File: src/rtl/contrast_gain_ctrl.sv
module contrast_gain_ctrl #(
  parameter int CW    = 8,
  parameter int GF    = 7,
  parameter int CNT_W = 16,
  localparam int GW   = GF + 2,
  localparam int NCH  = 3,
  localparam int DW   = NCH * CW
) (
  input  logic             clk,
  input  logic             rst_n,
  input  logic             pix_valid_i,
  input  logic [DW-1:0]    pix_data_i,
  input  logic             frame_end_i,
  input  logic [GW-1:0]    user_gain_i,
  input  logic [CNT_W-1:0] ovf_limit_i,
  output logic             pix_valid_o,
  output logic [DW-1:0]    pix_data_o,
  output logic [GW-1:0]    gain_o
);

  localparam int          PW      = CW + GW;
  localparam logic [GW-1:0] G_ONE = GW'(1) << GF;
  localparam logic [GW-1:0] G_TWO = GW'(2) << GF;
  localparam logic [CNT_W-1:0] CNT_MAX = '1;
  localparam logic [PW-GF-1:0] FULL = (PW-GF)'((1 << CW) - 1);

  logic [GW-1:0]    gain_q;
  logic [CNT_W-1:0] cnt_q;
  logic [NCH-1:0]   lane_clip;
  logic [DW-1:0]    scaled;

  for (genvar c = 0; c < NCH; c++) begin : g_lane
    logic [PW-1:0]    prod;
    logic [PW-GF-1:0] shf;
    assign prod = PW'(pix_data_i[c*CW +: CW]) * PW'(gain_q);
    assign shf  = prod[PW-1:GF];
    assign lane_clip[c] = shf >= FULL;
    assign scaled[c*CW +: CW] = lane_clip[c] ? {CW{1'b1}} : shf[CW-1:0];
  end

  wire              pix_clip  = pix_valid_i && |lane_clip;
  wire [CNT_W-1:0]  cnt_total = (cnt_q == CNT_MAX) ? CNT_MAX : cnt_q + CNT_W'(pix_clip);
  wire              too_many  = cnt_total > ovf_limit_i;
  wire [GW-1:0]     target    = (user_gain_i < G_ONE) ? G_ONE :
                                (user_gain_i > G_TWO) ? G_TWO : user_gain_i;

  logic [GW-1:0] gain_next;
  always_comb begin
    gain_next = gain_q;
    if (gain_q > target)       gain_next = target;
    else if (too_many)         gain_next = (gain_q > G_ONE) ? gain_q - 1'b1 : G_ONE;
    else if (gain_q < target)  gain_next = gain_q + 1'b1;
  end

  always_ff @(posedge clk) begin
    if (!rst_n) begin
      gain_q      <= G_ONE;
      cnt_q       <= '0;
      pix_valid_o <= 1'b0;
      pix_data_o  <= '0;
    end else begin
      pix_valid_o <= pix_valid_i;
      pix_data_o  <= scaled;
      if (frame_end_i) begin
        gain_q <= gain_next;
        cnt_q  <= '0;
      end else begin
        cnt_q  <= cnt_total;
      end
    end
  end

  assign gain_o = gain_q;

  assert_gain_only_at_frame_R3: assert property (@(posedge clk) disable iff (!rst_n)
    !frame_end_i |=> $stable(gain_q));

  assert_gain_bounds_R8: assert property (@(posedge clk) disable iff (!rst_n)
    gain_q >= G_ONE && gain_q <= G_TWO);

  assert_count_saturates_R4: assert property (@(posedge clk) disable iff (!rst_n)
    (cnt_q == CNT_MAX && !frame_end_i) |=> cnt_q == CNT_MAX);

  assert_count_cleared_R4: assert property (@(posedge clk) disable iff (!rst_n)
    frame_end_i |=> cnt_q == '0);

  assert_valid_forward_R2: assert property (@(posedge clk) disable iff (!rst_n)
    pix_valid_i |=> pix_valid_o);

  assert_rise_single_step_R6: assert property (@(posedge clk) disable iff (!rst_n)
    frame_end_i |=> gain_q <= $past(gain_q) + 1'b1);

  assert_invalid_not_counted_R9: assert property (@(posedge clk) disable iff (!rst_n)
    (!pix_valid_i && !frame_end_i) |=> $stable(cnt_q));

endmodule

File: config.mk
export PLATFORM = sky130hd
export DESIGN_NAME = contrast_gain_ctrl
export DESIGN_NICKNAME = d
export VERILOG_FILES = /design/src/rtl/contrast_gain_ctrl.sv
export SDC_FILE = /design/constraint.sdc
export NUM_CORES = 1
export LEC_CHECK = 0
export BUFFER_PORTS_ARGS = -buffer_cell sky130_fd_sc_hd__buf_2
export CORE_ASPECT_RATIO = 1.2
export CORE_MARGIN = 2
export CORE_UTILIZATION = 59
export DETAILED_ROUTE_END_ITERATION = 7
export PLACE_DENSITY = 0.77
export SKIP_LAST_GASP = 1
export SYNTH_ARGS = -nofsm -noshare
export SYNTH_HDL_FRONTEND = slang
export SYNTH_SLANG_ARGS = --single-unit
export TNS_END_PERCENT = 100
File: constraint.sdc
create_clock -name clk -period 13.4 [get_ports clk]
set_input_delay 0.67 -clock clk [delete_from_list [all_inputs] [get_ports clk]]
set_output_delay 0.67 -clock clk [all_outputs]
set_load 0.02 [all_outputs]
==> results by group <==
Run status
  – Status: finished, final reports clean

Global route
  – Number of global-route vias before repair: 8123
  – Tot GR Track Use: between 20% and 30%
  – Antenna violations before repair: 1
  – Total gr overflow: 0
  – Largest net degree at the start of global routing: 37
  – Global-route wire length before repair: 37000 um

Clock network
  – Worst-skew pair later-pin latency: 300 ps
  – PostCTS Resize Cnt: 0
  – Num CTS Buffers: 5
  – Post-CTS Setup Bufs: 0
  – Clock-pin transition on the worst setup and hold timing paths: 70 ps
  – CTS tree: done
  – Clk sinks: 50
  – CTS hold repair buffers: 0
  – CTS H-Tree Depth: 2
  – CTS Root Cell: clkbuf_16
  – Longest Clk Path Bufs: 2

Logic synthesis
  – FFs w/ async S/R, synth: 0%
  – Post-synthesis mux area share: 1.13%
  – Syn avg cell area: between 8 and 9 um2
  – Synth cell types: 63
  – Area contributors post-synth: fa_1 (26%), ha_1 (17%), and2_1 (11%)
  – Cell taking the most area after synthesis: fa_1
  – Share of the yosys chip area belonging to registers: 10.4%
  – Syn. warnings: 0
  – Synth Flop Type: dfxtp_1
  – Syn Nets: about 1500
  – Synth Area in XOR/XNOR: 4.81%
  – Synth Area in Simple Gates: between 20% and 30%
  – Largest family of logic cells by synthesized area: adder cells
  – Synth top area share: about 26%
  – Synth Cell Area: a little under 10000 um2
  – EDFF count, synth: 0
  – Synth Register Bits: 50
  – Post-synthesis compound-gate area fraction: 9.83%
  – Cell count after synthesis: between 1000 and 1500
  – Post-Synth Adder-Cell Area: 42.5%

Flow run
  – Max cap viols: 0

Timing
  – Setup TNS: 0 ps
  – RSZ-0062 raised after global routing: no
  – Slew Limit Fails: 0
  – Setup violators final: 0
  – F_max: about 0.10 GHz
  – Fin Clk Skew: a little under 7 ps
  – Endpoints failing hold: 0
  – Slew @ Worst Pin: between 1000 and 1500 ps
  – Worst slew margin: 14.8%
  – Final critical-path required period: just under 10000 ps
  – Final Cycle Share: between 70% and 80%

Place
  – Hpwl dp: 17000 um
  – # port buffers: 86
  – DP Area: 10200 um2
  – GP Congestion: just under 0.9

Power
  – Power per cell area: roughly 140 nW/um2
  – Pleak: 5.50 nW
  – Worst VDD drop: just under 0.09 mV

Floorplan
  – Initial core utilization: 59.7%
  – Row count: 51
  – CORE AREA: approximately 16000 um2
  – Die Width: 121 um
  – Io pins: slightly below 90
  – Die height: around 140 um
  – Area of the die: 17400 um2

Worst setup path
  – CP max stage cell: dfxtp_1
  – Crit. End Element: flip-flop
  – R2r setup slk: approximately 3700 ps
  – R2R Path Start: gain_o[3]
  – R2R depth: 32
  – Critical Path AT: just under 10000 ps
  – Crit-path max FO: 36
  – Max incr delay on CP: 1170 ps
  – Critical path class: flip-flop to flip-flop
  – Critical path required time: 13600 ps
  – R2r endpoint: gain_o[6]
  – CP startpoint kind: flip-flop

Min path
  – Class of the tightest hold or removal check: flip-flop to flip-flop
  – Hold Startpoint: cnt_q[14]
  – WHS Endpoint: cnt_q[14]
  – WHS Path Cells: 2

Route
  – Pre-antenna DRT Iters: 5
  – DRC: 0
  – Via count: slightly below 8000
  – Drt via density: about 5.5
  – Avg WL per Cell: roughly 15 um
  – Initial drt markers: 320
  – Post-DRT Antenna Nets: 0
  – Routed wire length: ~22000 um

Finish
  – Fillers: about 1400
  – Antenna Cells: 0
  – Final #Nets: approximately 1500
  – Area grow syn2layout: 7.60%
  – Share of cells above drive strength 1: around 9.8%
  – Final Cell Area: 10400 um2
## layout make-up
cell class | count | area (um2) | area share [%]
Clock buffer | 5 | 125 | 1.21
Clock inverter | 2 | 13.8 | 0.133
Inverter | 195 | 732 | 7.05
Multi-Input combinational cell | 856 | 7740 | 74.6
Sequential cell | 50 | 1000 | 9.64
Tap cell | 212 | 265 | 2.56
Timing Repair Buffer | 95 | 498 | 4.80
## flip-flops by register name, indices dropped and copies added (netlist names)
name         cells
gain_o           9
pix_data_o      24
cnt_q           16
pix_valid_o      1
## cells in the mapped netlist, drive strengths merged (8+ instances only)
cell type and number:
inv 195, and2 172, ha 131, fa 123
nand2 86, nor2 61, a21oi 55, dfxtp 50
clkbuf 36, xnor2 30, nand3 23, xor2 23
o21ai 17, o21a 14, nand4 11, or3 8
## power by group
group / internal (mW) / switching (mW)
clock network: 0.0686 / 0.0583
logic: 0.465 / 0.661
registers: 0.188 / 0.0318
## worst max-delay path, delay by kind of cell (launching register included)
family | cells | cell delay, ps
AO/OA/AOI/OAI | 9 | 2570
XOR/XNOR | 1 | 190
adder cells (fa/ha/maj) | 8 | 3270
buffers and inverters | 3 | 160
flip-flops | 1 | 1170
multiplexers | 1 | 410
AND/OR/NAND/NOR | 10 | 1840
## metal layers
| layer | vias up | GRT usage (%) | part of all wire [%] |
|---|---|---|---|
| li1 | 3760 | - | - |
| met1 | 3819 | 31.7 | 42 |
| met2 | 198 | 48.9 | 51 |
| met3 | 36 | 3.79 | 4.6 |
| met4 | 0 | 7.65 | 2.0 |
| met5 | - | 0 | 0 |
## stage by stage
stage / power [mW] / setup slack (ps) / cells / hold slack, ps / utilization, %
final: 1.47 / 3670 / 1415 / 591 / 64.3
after global routing: 1.65 / 2970 / 1415 / 631 / 64.3
after CTS: 1.48 / 3760 / 1415 / 597 / 64.3
after detailed placement: 1.34 / 3790 / 1408 / 576 / 63.4
after global placement: 1.32 / 4020 / 1408 / 576 / 63.4
after floorplan: 1.08 / 4560 / 1143 / 548 / -
## cell usage in the layout (no fill, tap or decap), types with 3 or more instances in the layout
cell type / count
nand4_1: 11
buf_2: 86
a211oi_1: 7
a31oi_1: 7
a211o_1: 5
fa_1: 123
dfxtp_1: 50
nor2b_1: 6
a21o_1: 6
mux2i_1: 6
and3_1: 5
inv_1: 194
buf_4: 9
ha_1: 131
xor2_1: 23
o21ai_1: 7
a21oi_1: 54
nand2b_1: 6
o221a_1: 3
clkbuf_16: 5
o211ai_1: 3
nand4b_1: 3
nand2_1: 85
xnor2_1: 30
o41ai_1: 3
nor2_1: 61
or3_1: 6
nor4_1: 4
o21ai_0: 10
o21a_1: 14
o21bai_1: 3
nand3_1: 23
o31ai_1: 3
and2_1: 171
nor3_1: 6
## worst max-delay path by stage
stage / depth (start not counted) / slack, ps / start / to
5_1_grt: 32 / 2970 / gain_o[3] / gain_o[5]
4_1_cts: 32 / 3760 / gain_o[3] / gain_o[6]
2_1_floorplan: 36 / 4560 / gain_o[0] / gain_o[1]
6_report: 32 / 3670 / gain_o[3] / gain_o[6]
3_3_place_gp: 32 / 4020 / gain_o[3] / gain_o[5]
3_5_place_dp: 32 / 3790 / gain_o[3] / gain_o[6]
## cell families after synthesis
family / after synthesis
DFF: 50
buffers and inverters: 237
xor gates and xnor gates: 53
and+or+nand+nor: 398
AOI/OAI and AO/OA: 142
muxes: 9
adders and majority gates: 254
Power figures use the tool's default switching activity.
